File: src/rtl/ext_seq_pkg.sv
package ext_seq_pkg;

    typedef enum logic [2:0] {
        S_IDLE,
        S_CTRL1,
        S_ADDR,
        S_CTRL2,
        S_DATA,
        S_DONE
    } seq_state_t;

    typedef enum logic [1:0] {
        HS_ISSUE,
        HS_LAUNCH,
        HS_RUN
    } hs_state_t;

    localparam logic [1:0] START_CODE = 2'b01;
    localparam logic [1:0] OP_WRITE   = 2'b01;
    localparam logic [1:0] OP_READ    = 2'b10;
    localparam logic [1:0] TA_CODE    = 2'b10;

endpackage

File: src/rtl/ext_cmd_fmt.sv
module ext_cmd_fmt
    import ext_seq_pkg::*;
#(
    parameter int PHY_AW = 5,
    parameter int REG_AW = 5,
    parameter int DATA_W = 16,
    localparam int CMD_W = 2 + 2 + PHY_AW + REG_AW + 2 + DATA_W
) (
    input  logic              is_read,
    input  logic [PHY_AW-1:0] phy,
    input  logic [REG_AW-1:0] regad,
    input  logic [DATA_W-1:0] data,
    output logic [CMD_W-1:0]  word
);

    logic [1:0]        op_code;
    logic [DATA_W-1:0] payload;

    always_comb begin
        op_code = is_read ? OP_READ : OP_WRITE;
        payload = is_read ? '0 : data;
        word    = {START_CODE, op_code, phy, regad, TA_CODE, payload};
    end

endmodule

File: src/rtl/ext_step_hs.sv
module ext_step_hs
    import ext_seq_pkg::*;
(
    input  logic clk,
    input  logic rst_n,
    input  logic step_active,
    input  logic eng_idle,
    output logic cmd_fire,
    output logic step_done
);

    hs_state_t hs_q, hs_d;

    always_ff @(posedge clk or negedge rst_n) begin
        if (!rst_n) hs_q <= HS_ISSUE;
        else        hs_q <= hs_d;
    end

    always_comb begin
        hs_d      = hs_q;
        cmd_fire  = 1'b0;
        step_done = 1'b0;
        unique case (hs_q)
            HS_ISSUE: begin
                if (step_active && eng_idle) begin
                    cmd_fire = 1'b1;
                    hs_d     = HS_LAUNCH;
                end
            end
            HS_LAUNCH: begin
                if (!eng_idle) hs_d = HS_RUN;
            end
            HS_RUN: begin
                if (eng_idle) begin
                    step_done = 1'b1;
                    hs_d      = HS_ISSUE;
                end
            end
            default: hs_d = HS_ISSUE;
        endcase
    end

    // a step cannot finish in the cycle right after its command fires
    a_r7_no_instant_done: assert property (@(posedge clk) disable iff (!rst_n)
        cmd_fire |=> !step_done);

    // after launch, stay put until the engine has gone busy
    a_r7_launch_holds: assert property (@(posedge clk) disable iff (!rst_n)
        (hs_q == HS_LAUNCH && eng_idle) |=> (hs_q == HS_LAUNCH));

endmodule

File: src/rtl/ext_seq_fsm.sv
module ext_seq_fsm
    import ext_seq_pkg::*;
#(
    parameter int PHY_AW = 5,
    parameter int REG_AW = 5,
    parameter int DATA_W = 16,
    parameter logic [REG_AW-1:0] CTRL_REG = 5'h0D,
    parameter logic [REG_AW-1:0] ADDR_REG = 5'h0E,
    parameter logic [DATA_W-1:0] CTRL_ADDR_MODE = 16'h001F,
    parameter logic [DATA_W-1:0] CTRL_DATA_MODE = 16'h401F
) (
    input  logic              clk,
    input  logic              rst_n,
    input  logic              req_valid,
    input  logic              req_write,
    input  logic [PHY_AW-1:0] req_phy,
    input  logic [DATA_W-1:0] req_reg,
    input  logic [DATA_W-1:0] req_wdata,
    input  logic              step_done,
    input  logic [DATA_W-1:0] eng_rdata,
    output logic              req_ready,
    output logic              step_active,
    output logic              op_read,
    output logic [PHY_AW-1:0] phy_out,
    output logic [REG_AW-1:0] reg_out,
    output logic [DATA_W-1:0] data_out,
    output logic              rsp_done,
    output logic [DATA_W-1:0] rsp_rdata,
    output logic              rsp_err,
    output seq_state_t        cur_state
);

    localparam logic [DATA_W-1:0] ALL_ONES = '1;

    seq_state_t        state_q, state_d;
    logic              wr_q;
    logic [PHY_AW-1:0] phy_q;
    logic [DATA_W-1:0] addr_q;
    logic [DATA_W-1:0] wdata_q;
    logic [DATA_W-1:0] rdata_q;
    logic              err_q;
    logic              accept;

    assign accept = (state_q == S_IDLE) && req_valid;

    // State register
    always_ff @(posedge clk or negedge rst_n) begin
        if (!rst_n) state_q <= S_IDLE;
        else        state_q <= state_d;
    end

    // Next state
    always_comb begin
        state_d = state_q;
        unique case (state_q)
            S_IDLE:  if (req_valid) state_d = S_CTRL1;
            S_CTRL1: if (step_done) state_d = S_ADDR;
            S_ADDR:  if (step_done) state_d = S_CTRL2;
            S_CTRL2: if (step_done) state_d = S_DATA;
            S_DATA:  if (step_done) state_d = S_DONE;
            S_DONE:  state_d = S_IDLE;
            default: state_d = S_IDLE;
        endcase
    end

    // Request capture and result collection
    always_ff @(posedge clk or negedge rst_n) begin
        if (!rst_n) begin
            wr_q    <= 1'b0;
            phy_q   <= '0;
            addr_q  <= '0;
            wdata_q <= '0;
            rdata_q <= '0;
            err_q   <= 1'b0;
        end else if (accept) begin
            wr_q    <= req_write;
            phy_q   <= req_phy;
            addr_q  <= req_reg;
            wdata_q <= req_wdata;
            rdata_q <= '0;
            err_q   <= 1'b0;
        end else if (state_q == S_DATA && step_done && !wr_q) begin
            rdata_q <= eng_rdata;
            err_q   <= (eng_rdata == ALL_ONES);
        end
    end

    // Outputs per state
    always_comb begin
        req_ready   = 1'b0;
        step_active = 1'b0;
        op_read     = 1'b0;
        reg_out     = CTRL_REG;
        data_out    = '0;
        rsp_done    = 1'b0;
        unique case (state_q)
            S_IDLE:  req_ready = 1'b1;
            S_CTRL1: begin
                step_active = 1'b1;
                reg_out     = CTRL_REG;
                data_out    = CTRL_ADDR_MODE;
            end
            S_ADDR: begin
                step_active = 1'b1;
                reg_out     = ADDR_REG;
                data_out    = addr_q;
            end
            S_CTRL2: begin
                step_active = 1'b1;
                reg_out     = CTRL_REG;
                data_out    = CTRL_DATA_MODE;
            end
            S_DATA: begin
                step_active = 1'b1;
                op_read     = !wr_q;
                reg_out     = ADDR_REG;
                data_out    = wdata_q;
            end
            S_DONE:  rsp_done = 1'b1;
            default: req_ready = 1'b0;
        endcase
    end

    assign phy_out   = phy_q;
    assign rsp_rdata = rdata_q;
    assign rsp_err   = rsp_done && err_q;
    assign cur_state = state_q;

    // the done state lasts one cycle and always goes back to idle
    a_r9_done_returns_idle: assert property (@(posedge clk) disable iff (!rst_n)
        (state_q == S_DONE) |=> (state_q == S_IDLE));

    // a write request never reports the all-ones error
    a_r10_no_err_on_write: assert property (@(posedge clk) disable iff (!rst_n)
        rsp_err |-> !wr_q);

    // captured PHY address stays fixed while a sequence runs
    a_r11_phy_stable: assert property (@(posedge clk) disable iff (!rst_n)
        (step_active && $past(step_active)) |-> $stable(phy_q));

endmodule

File: src/rtl/ext_reg_seq.sv
module ext_reg_seq
    import ext_seq_pkg::*;
#(
    parameter int PHY_AW = 5,
    parameter int REG_AW = 5,
    parameter int DATA_W = 16,
    parameter int DEV_W  = 5,
    parameter logic [REG_AW-1:0] CTRL_REG = 5'h0D,
    parameter logic [REG_AW-1:0] ADDR_REG = 5'h0E,
    parameter logic [DEV_W-1:0]  DEVAD    = 5'h1F,
    localparam int CMD_W = 2 + 2 + PHY_AW + REG_AW + 2 + DATA_W
) (
    input  logic              clk,
    input  logic              rst_n,
    input  logic              req_valid,
    output logic              req_ready,
    input  logic              req_write,
    input  logic [PHY_AW-1:0] req_phy,
    input  logic [DATA_W-1:0] req_reg,
    input  logic [DATA_W-1:0] req_wdata,
    output logic              rsp_done,
    output logic [DATA_W-1:0] rsp_rdata,
    output logic              rsp_err,
    output logic              cmd_valid,
    output logic [CMD_W-1:0]  cmd_word,
    input  logic              eng_idle,
    input  logic [DATA_W-1:0] eng_rdata
);

    localparam logic [1:0] FN_ADDR = 2'b00;
    localparam logic [1:0] FN_DATA = 2'b01;
    localparam int         PAD_W   = DATA_W - 2 - DEV_W;
    localparam logic [DATA_W-1:0] CTRL_ADDR_MODE = {FN_ADDR, {PAD_W{1'b0}}, DEVAD};
    localparam logic [DATA_W-1:0] CTRL_DATA_MODE = {FN_DATA, {PAD_W{1'b0}}, DEVAD};
    localparam int DATA_LSB = 0;
    localparam int REG_LSB  = DATA_W + 2;
    localparam int OP_LSB   = REG_LSB + REG_AW + PHY_AW;

    logic              step_active;
    logic              step_done;
    logic              cmd_fire;
    logic              op_read;
    logic [PHY_AW-1:0] phy_out;
    logic [REG_AW-1:0] reg_out;
    logic [DATA_W-1:0] data_out;
    seq_state_t        cur_state;

    ext_seq_fsm #(
        .PHY_AW(PHY_AW), .REG_AW(REG_AW), .DATA_W(DATA_W),
        .CTRL_REG(CTRL_REG), .ADDR_REG(ADDR_REG),
        .CTRL_ADDR_MODE(CTRL_ADDR_MODE), .CTRL_DATA_MODE(CTRL_DATA_MODE)
    ) u_fsm (
        .clk(clk), .rst_n(rst_n),
        .req_valid(req_valid), .req_write(req_write), .req_phy(req_phy),
        .req_reg(req_reg), .req_wdata(req_wdata),
        .step_done(step_done), .eng_rdata(eng_rdata),
        .req_ready(req_ready), .step_active(step_active), .op_read(op_read),
        .phy_out(phy_out), .reg_out(reg_out), .data_out(data_out),
        .rsp_done(rsp_done), .rsp_rdata(rsp_rdata), .rsp_err(rsp_err),
        .cur_state(cur_state)
    );

    ext_step_hs u_hs (
        .clk(clk), .rst_n(rst_n),
        .step_active(step_active), .eng_idle(eng_idle),
        .cmd_fire(cmd_fire), .step_done(step_done)
    );

    ext_cmd_fmt #(.PHY_AW(PHY_AW), .REG_AW(REG_AW), .DATA_W(DATA_W)) u_fmt (
        .is_read(op_read), .phy(phy_out), .regad(reg_out),
        .data(data_out), .word(cmd_word)
    );

    assign cmd_valid = cmd_fire;

    // no command is offered while the block is open for a new request
    a_r8_ready_blocks_cmd: assert property (@(posedge clk) disable iff (!rst_n)
        req_ready |-> !cmd_valid);

    // fixed start and turnaround bits in every offered word
    a_r2_frame_bits: assert property (@(posedge clk) disable iff (!rst_n)
        cmd_valid |-> (cmd_word[CMD_W-1 -: 2] == START_CODE &&
                       cmd_word[REG_LSB-1 -: 2] == TA_CODE));

    // first step is a write of the address-mode control value
    a_r3_first_word: assert property (@(posedge clk) disable iff (!rst_n)
        (cmd_valid && cur_state == S_CTRL1) |->
            (cmd_word[OP_LSB +: 2] == OP_WRITE &&
             cmd_word[REG_LSB +: REG_AW] == CTRL_REG &&
             cmd_word[DATA_LSB +: DATA_W] == CTRL_ADDR_MODE));

    // the error flag only appears with the done pulse
    a_r10_err_with_done: assert property (@(posedge clk) disable iff (!rst_n)
        rsp_err |-> rsp_done);

    // done is a single-cycle pulse
    a_r9_done_pulse: assert property (@(posedge clk) disable iff (!rst_n)
        rsp_done |=> !rsp_done);

endmodule

File: config.mk
export PLATFORM = sky130hd
export DESIGN_NAME = ext_reg_seq
export DESIGN_NICKNAME = d
export VERILOG_FILES = /design/src/rtl/ext_seq_pkg.sv /design/src/rtl/ext_cmd_fmt.sv /design/src/rtl/ext_step_hs.sv /design/src/rtl/ext_seq_fsm.sv /design/src/rtl/ext_reg_seq.sv
export SDC_FILE = /design/constraint.sdc
export NUM_CORES = 1
export LEC_CHECK = 0
export BUFFER_PORTS_ARGS = -buffer_cell sky130_fd_sc_hd__buf_2
export CAP_MARGIN = 20
export CORE_UTILIZATION = 51
export CTS_BUF_LIST = sky130_fd_sc_hd__clkbuf_8
export CTS_CLUSTER_SIZE = 24
export DETAILED_ROUTE_END_ITERATION = 8
export HOLD_SLACK_MARGIN = 0.1
export PLACE_DENSITY = 0.83
export REMOVE_ABC_BUFFERS = 1
export SYNTH_ARGS = -nofsm -noshare
export SYNTH_HDL_FRONTEND = slang
export SYNTH_SLANG_ARGS = --single-unit
File: constraint.sdc
create_clock -name clk -period 2.4 [get_ports clk]
set_input_delay 0.72 -clock clk [delete_from_list [all_inputs] [get_ports clk]]
set_output_delay 0.72 -clock clk [all_outputs]
set_load 0.01 [all_outputs]
==> results of run 1 <==
-- cell usage in the layout, fill, tap and decap left out, types with 2 or more instances in the layout --
cell type	instances
a22oi_1	10
mux2i_1	3
o2bb2ai_1	5
and3b_1	2
xor2_1	2
nor4b_4	2
mux2_4	9
nor2b_1	18
buf_4	11
nor3_1	2
a21oi_1	7
nand2b_1	4
buf_2	103
dfrtp_2	3
dfrtp_1	57
mux2_2	45
clkinv_2	3
nand4_1	4
inv_1	3
nor2_1	13
clkbuf_8	12
conb_1	7
-- cells in the mapped netlist (3+ instances only) --
library cell,number,area [um2]
dfrtp_1,60,1500
mux2_2,45,507
nor2b_1,19,119
buf_4,13,97.6
nor2_1,13,48.8
a22oi_1,10,75.1
mux2_4,9,135
a21oi_1,7,35.0
clkbuf_1,5,18.8
o2bb2ai_1,5,43.8
nand2b_1,4,25.0
nand4_1,4,25.0
inv_1,3,11.3
mux2i_1,3,30.0
-- metal layers --
metal	vias to the layer above	track usage
met3	8	0.0482
li1	1006	-
met1	1045	0.286
met2	79	0.353
met5	-	0
met4	0	0.0906
-- power groups by stage --
stage	Combinational [W]	Sequential, W	Clock [W]
floorplan	0.000764	0.00164	0
global placement	0.00121	0.00162	0
detailed placement	0.00126	0.00165	0
CTS	0.00126	0.00163	0.000862
global route	0.00139	0.00169	0.000905
finish	0.00128	0.00165	0.000851
-- stage by stage --
stage	TNS (ns)	hold slack [ns]	util	power [W]
global placement	0	0.483	0.623	0.00283
global route	-0.0470	0.405	0.666	0.00398
detailed placement	0	0.491	0.623	0.00290
floorplan	-31.32	0.424	-	0.00241
CTS	0	0.384	0.657	0.00375
finish	0	0.384	0.666	0.00378
-- layout make-up --
cell class                 count  share of cell area
tap                           72              0.0246
inverter                       3             0.00307
clock buffer                  12              0.0450
clock inverter                 4             0.00614
timing repair buffer         115               0.166
multi-input combinational    148               0.344
sequential                    60               0.410
-- state kept, by name, summed over array words and instances, names as in the netlist --
| register | flops |
|---|---|
| u_fsm.addr_q | 16 |
| u_fsm.cur_state | 3 |
| u_fsm.err_q | 1 |
| u_fsm.phy_out | 5 |
| u_fsm.rsp_rdata | 16 |
| u_fsm.wdata_q | 16 |
| u_fsm.wr_q | 1 |
| u_hs.hs_q | 2 |
-- kinds of logic after synthesis --
logic type,after synthesis,synth area share
xor+xnor,3,0.00906
other cells,2,0.00259
mux,57,0.232
flops,60,0.518
compound gates,25,0.0595
simple gates,55,0.122
buf+inv,27,0.0578
-- critical path: stages, from the launching register on --
cell and delay, ns:
dfrtp_2 0.44, buf_4 0.18, nor2b_2 0.15, buf_2 0.20
a22oi_1 0.08, nor2_1 0.09, buf_2 0.13
-- path summary, 6_finish.rpt --
check	end	depth (start not counted)	start
setup / recovery	cmd_word[11]	6	u_fsm.cur_state[2]
hold / removal	u_fsm.phy_out[4]	2	rst_n
setup reg to reg	u_fsm.rsp_rdata[6]	5	u_fsm.cur_state[2]
hold reg to reg	u_fsm.phy_out[4]	1	u_fsm.phy_out[4]
max in group asynchronous	u_fsm.cur_state[2]	2	rst_n
min in group clk	u_fsm.phy_out[4]	1	u_fsm.phy_out[4]
-- repair_timing --
action / CTS / global route
cloned: 0 / 2
endpoints found under the setup margin: 11 / 16
buffers inserted: 0 / 3
resized for setup: 1 / 6
hold buffers: 0 / 0
==> impl_metrics.yaml, run 1 <==
drt:
  vias_per_cell: 5.16
  drt_iter0_drc: 159
  finalWirelength_um: 6450
  drt-wirelength-per-cell_um: 15.6
  vias: 2138
  met2_length_um: 3170
  drt_first_pass_iters: 5
  top_layer: "met4"
  wl_met1_um: 2860
  drc_errors: 0
  route.met3.wl_um: 307
  ant_nets: 0
place:
  portBuffers: 102
  dpl.hpwl_um: 4380
  place_area_um2: 3430
  placedCellCount: 393
  place.gp.congestion: 0.805
  place_ws_ns: 0.249
critical_path:
  crit_arrival_ns: 1.61
  cp_max_fo: 8
  start_kind: "flip-flop"
  crit_required_ns: 1.68
  r2r_slack_ns: 0.50
  critPathKind: "flip-flop to output pin"
  endpoint_kind: "output pin"
floorplan:
  die_area_um2: 5990
  die_w_um: 77.4
  ioPinCount: 110
  row_count: 27
  die_h_um: 77.4
  core_region_area_um2: 5510
  initial_utilization: 0.527
global_route:
  antenna_found_initial: 0
  grt_max_degree: 35
  grt_overflow: 0
  grt_pass1_vias: 2043
  grt_pass1_wl_um: 9990
  grt_usage: 0.219
sta:
  slew_headroom: 0.657
  min_period_ns: 2.33
  finalClockSkew_ns: 0.00671
  finalMaxSlewViolations: 0
  fin_crit_sh: 0.972
  setup_viol: 0
  worst_slew_pin_slew_ns: 0.513
  fmax_mhz: 429
  fin_ws_ns: 0.0681
  hold_viol_final: 0
outcome:
  outcome: "complete, no violations"
clocking:
  clkSlewWorstSetupHoldPaths_ns: 0.07
  htreeDepth: 3
  cts_tree: "built"
  clockRootBuffer: "clkbuf_8"
  clock_path_buffers: 2
  cts_made_buffers: 9
  clkLatencyLatePin_ns: 0.34
  cts.sinks: 60
min_path:
  hp-class: "input port to async pin"
logic_synthesis:
  netlist_area_um2: 2900
  async_reset_ff_frac: 1.00
  synth_cells: 229
  synthFlopType: "dfrtp_1"
  synth_edf_count: 0
  netlist-cell-type-count: 34
  synth_warnings: 0
  synth_seq_cells: 60
  seq_area_frac_synth: 0.518
  synth_area_per_cell_um2: 12.7
power:
  p_sw_w: 0.00127
  ir_drop_mv: 0.590
  p_comb_frac: 0.339
  leakagePower_nw: 1.89
  p_per_area_nw_per_um2: 1030
  p_clk_frac: 0.225
  p_int_w: 0.00251
  p_sw_frac: 0.336
  power_frac_seq: 0.436
final_layout:
  diodes: 0
  area_growth_pct: 26.5
  final_cells: 414
  fillers: 440
  multiInputGateArea_um2: 1260
  seq_area_um2: 1510
  finalNetCount: 395
  drive_above_1_share: 0.564
  final_area_um2: 3670
flow_run:
  maxCapViolCount: 0
(Power assumes the default switching activity.)
==> run 2: changes to the inputs <==
- RECOVER_POWER: unset -> 100
==> run 2 against run 1 <==
  * Clock power about the same
  * Non-clock buffer count unchanged
  * Critical path type unchanged
  * Power decreased by 1.1%
  * First-iteration DRC count decreased by 5.0%
  * Global-route usage unchanged
==> impl_metrics.yaml, run 2 (same netlist as run 1, synthesis figures left out) <==
critical_path:
  endpoint_kind: "output pin"
  start_kind: "flip-flop"
  rr_worst_depth: 5
  critPathKind: "flip-flop to output pin"
  r2r_slack_ns: 0.26
  crit_required_ns: 1.68
  crit_arrival_ns: 1.63
  cp_max_fo: 10
floorplan:
  die_h_um: 77.4
  core_region_area_um2: 5510
  die_w_um: 77.4
  die_area_um2: 5990
  ioPinCount: 110
  row_count: 27
  initial_utilization: 0.527
sta:
  fin_tns_setup_ns: 0
  hold_viol_final: 0
  fin_ws_ns: 0.0463
  slew_headroom: 0.0405
  fmax_mhz: 425
  finalMaxSlewViolations: 0
  fin_crit_sh: 0.981
  min_period_ns: 2.35
  whs_ns: 0.509
  setup_viol: 0
  finalClockSkew_ns: 0.00718
  worst_slew_pin_slew_ns: 1.44
final_layout:
  layout.cells.most_common: "buf_2"
  finalNetCount: 395
  diodes: 0
  layout_common_cells: "76 x buf_2, 57 x dfrtp_1, 45 x mux2_2, 27 x clkbuf_1, 18 x nor2b_1"
  final_cells: 414
  drive_above_1_share: 0.456
  area_growth_pct: 23.2
outcome:
  outcome: "complete, no violations"
place:
  placedCellCount: 393
  portBuffers: 102
  dpl.hpwl_um: 4380
  place_ws_ns: 0.249
  place.gp.congestion: 0.805
global_route:
  grt_max_degree: 35
  grt_pass1_vias: 2043
  grt_pass1_wl_um: 9990
  antenna_found_initial: 0
  grt_overflow: 0
  grt_usage: 0.219
clocking:
  clkLatencyLatePin_ns: 0.34
  cts_tree: "built"
  clockRootBuffer: "clkbuf_8"
  cts.sinks: 60
  clkSlewWorstSetupHoldPaths_ns: 0.07
  cts_made_buffers: 9
  clock_path_buffers: 2
  htreeDepth: 3
flow_run:
  maxCapViolCount: 0
power:
  leakagePower_nw: 1.75
  p_per_area_nw_per_um2: 1040
  ir_drop_mv: 0.598
drt:
  ant_nets: 0
  route.met3.wl_um: 229
  top_layer: "met4"
  vias: 2146
  drt_iter0_drc: 151
  met2_length_um: 3140
  drt_first_pass_iters: 4
  vias_per_cell: 5.18
  drt-wirelength-per-cell_um: 15.6
  drc_errors: 0
  wl_met1_um: 2970
  finalWirelength_um: 6460
min_path:
  hp-class: "flip-flop to flip-flop"
  min_path_cells: 1
## run 2: power breakdown
part	leakage, nW	total (W)	switching, W	internal, W
clock network	0.0982	0.000853	0.000399	0.000454
logic	0.912	0.00124	0.000612	0.000632
registers	0.745	0.00164	0.000254	0.00138
## run 2: critical path: stages, from the launching register on
cell and delay [ns]:
dfrtp_2 0.48, clkbuf_2 0.23, nand2b_1 0.20, a21oi_1 0.21
inv_1 0.06, buf_2 0.13
## run 2: area by class of cell
type / count / area [um2]
timing repair buffer: 115 / 564
inverter: 3 / 11.3
multi-input combinational: 148 / 1210
clock buffer: 12 / 165
clock inverter: 4 / 22.5
sequential: 60 / 1510
fill: 470 / 1930
tap: 72 / 90.1
## run 2: path summary, 6_finish.rpt
check / start / to
setup / recovery: u_fsm.cur_state[1] / cmd_word[18]
hold reg to reg: u_fsm.wdata_q[3] / u_fsm.wdata_q[3]
max in group asynchronous: rst_n / u_fsm.rsp_rdata[12]
setup reg to reg: u_fsm.cur_state[2] / u_fsm.rsp_rdata[6]
hold / removal: u_fsm.wdata_q[3] / u_fsm.wdata_q[3]
min in group asynchronous: rst_n / u_fsm.cur_state[0]
## run 2: metrics by stage
stage               utilization  total power, W  cell area (um2)
finish                    0.649         0.00373             3570
global route              0.649         0.00393             3570
CTS                       0.657         0.00375             3620
detailed placement        0.623         0.00290             3430
global placement          0.623         0.00283             3430
floorplan                     -         0.00241             2760
## run 2: repair_timing
item                       CTS  global route
setup buffers                0             3
hold buffers                 0             0
setup endpoints to repair   11            16
resized for setup            1             6
cloned                       0             2
## run 2: layer usage
metal | vias to the layer above | GRT usage
met2 | 64 | 0.353
met4 | 0 | 0.0906
li1 | 1012 | -
met3 | 10 | 0.0482
met1 | 1060 | 0.286
met5 | - | 0
==> run 3: changes to the inputs <==
- CORE_ASPECT_RATIO: unset -> 1.1
==> run 3 against run 2 <==
  * Flip-flop and latch count stayed put
  * Routed wire length is 6.4% lower
  * Power is 2.6% lower
  * Via count is 2.9% lower
  * Utilization is 0.24 points lower
  * Clock power is 5.7% lower
  * Critical endpoint is now cmd_word[12]
  * Highest routed layer unchanged
==> impl_metrics.yaml, run 3 (same netlist as run 1, synthesis figures left out) <==
final_layout:
  finalNetCount: 390
  seq_area_um2: 1500
  diodes: 0
  multiInputGateArea_um2: 1200
  postLayoutCoreUtil: 0.647
  drive_above_1_share: 0.402
  area_growth_pct: 21.1
  fillers: 474
  final_cells: 411
  layout_common_cells: "59 x buf_2, 59 x dfrtp_1, 44 x mux2_2, 40 x clkbuf_1, 19 x nor2b_1"
power:
  p_total_w: 0.00364
  p_per_area_nw_per_um2: 1040
  leakagePower_nw: 1.66
  ir_drop_mv: 0.657
global_route:
  grt_overflow: 0
  antenna_found_initial: 0
  grt_pass1_vias: 2129
  grt_pass1_wl_um: 9650
  grt_usage: 0.217
  grt_max_degree: 39
critical_path:
  critPathLaunch: "u_fsm.cur_state[1]"
  regToRegEndpoint: "u_fsm.rsp_rdata[14]"
  critical-path-max-stage-delay_ns: 0.48
  rr_worst_depth: 5
  start_kind: "flip-flop"
  r2r_slack_ns: 0.34
  crit_chain: "and3b_2 -> a22oi_1 -> nor2_1 -> clkbuf_1"
  cp_slowest_cell: "dfrtp_2"
  endpoint_kind: "output pin"
  critPathKind: "flip-flop to output pin"
  r2r-start: "u_fsm.cur_state[0]"
  crit_end: "cmd_word[12]"
  cp_max_fo: 11
  crit_arrival_ns: 1.59
  crit_required_ns: 1.68
place:
  dpl.hpwl_um: 4330
  portBuffers: 102
  placedCellCount: 396
  place.gp.congestion: 0.755
clocking:
  cts.sinks: 60
  clkSlewWorstSetupHoldPaths_ns: 0.07
  clockRootBuffer: "clkbuf_8"
  htreeDepth: 3
  cts_tree: "built"
  clock_path_buffers: 2
  clkLatencyLatePin_ns: 0.33
  cts_made_buffers: 9
  postCtsSetupBuffers: 0
sta:
  rsz0062_at_grt: "false"
  whs_ns: 0.509
  fin_tns_setup_ns: 0
  worst_slew_pin_slew_ns: 1.22
  hold_viol_final: 0
  min_period_ns: 2.31
  slew_headroom: 0.189
  fin_crit_sh: 0.961
  finalClockSkew_ns: 0.00398
  finalMaxSlewViolations: 0
  setup_viol: 0
  fmax_mhz: 434
drt:
  ant_nets: 0
  drc_errors: 0
  met2_length_um: 3190
  drt_first_pass_iters: 4
  drt_iter0_drc: 87
  vias_per_cell: 5.07
  drt-wirelength-per-cell_um: 14.7
  top_layer: "met4"
  finalWirelength_um: 6050
  vias: 2083
  route.met3.wl_um: 241
  wl_met1_um: 2510
floorplan:
  row_count: 28
  core_region_area_um2: 5430
  die_w_um: 73.9
  ioPinCount: 110
  initial_utilization: 0.534
  die_h_um: 81.1
  die_area_um2: 5990
flow_run:
  maxCapViolCount: 0
min_path:
  min_from: "u_fsm.phy_out[4]"
  hp-class: "flip-flop to flip-flop"
outcome:
  outcome: "complete, no violations"
[run 3: cell count changes in the layout (fill, tap and decap cells not counted), sizes merged]
cell,delta
buf,-16
clkinv,-1
clkbuf,+12
dlymetal6s2s,-1
and3b,-1
clkinvlp,+1
[run 3: final cells by class]
cell class	instances	area share
Tap cell	75	0.0267
Timing Repair Buffer	111	0.149
Inverter	3	0.00321
Multi-Input combinational cell	147	0.343
Clock inverter	4	0.00713
Clock buffer	11	0.0431
Sequential cell	60	0.428
[run 3: routing by layer]
metal	GRT usage	up-vias
met5	0	-
met4	0.104	0
met2	0.364	68
met1	0.263	1013
met3	0.0459	13
li1	-	989
[run 3: report_power, final]
part,internal [W],leakage [nW],switching (W)
Clock,0.000421,0.0872,0.000383
Combinational,0.000609,0.824,0.000600
Sequential,0.00138,0.747,0.000244
Total,0.00241,1.66,0.00123
[run 3: through the flow]
stage                     worst slack (ns)  cell area (um2)
after floorplan                     -0.586             2760
after global placement               0.327             3450
after detailed placement             0.272             3450
after CTS                          0.00963             3620
after global routing                0.0128             3510
final                               0.0944             3510
[run 3: timing repair]
action / in CTS / in global routing
hold buffers: 0 / 0
pin swaps: 0 / 0
gates cloned: 0 / 0
resized for setup: 1 / 2
endpoints found under the setup margin: 11 / 17
[run 3: worst min path at each step]
stage,to,slack [ns],cells past startpoint
2_1_floorplan,u_fsm.addr_q[0],0.42,0
3_3_place_gp,u_fsm.phy_out[4],0.49,1
3_5_place_dp,u_fsm.phy_out[4],0.49,1
4_1_cts,u_fsm.phy_out[4],0.37,1
5_1_grt,u_fsm.phy_out[3],0.53,1
6_report,u_fsm.phy_out[4],0.51,1
[run 3: critical path, delay by kind of cell (launching register included)]
family                 cells  cell delay, ns
AND/OR/NAND/NOR            2            0.49
AO/OA/AOI/OAI              1            0.12
buffers and inverters      1            0.16
flip-flops                 1            0.48
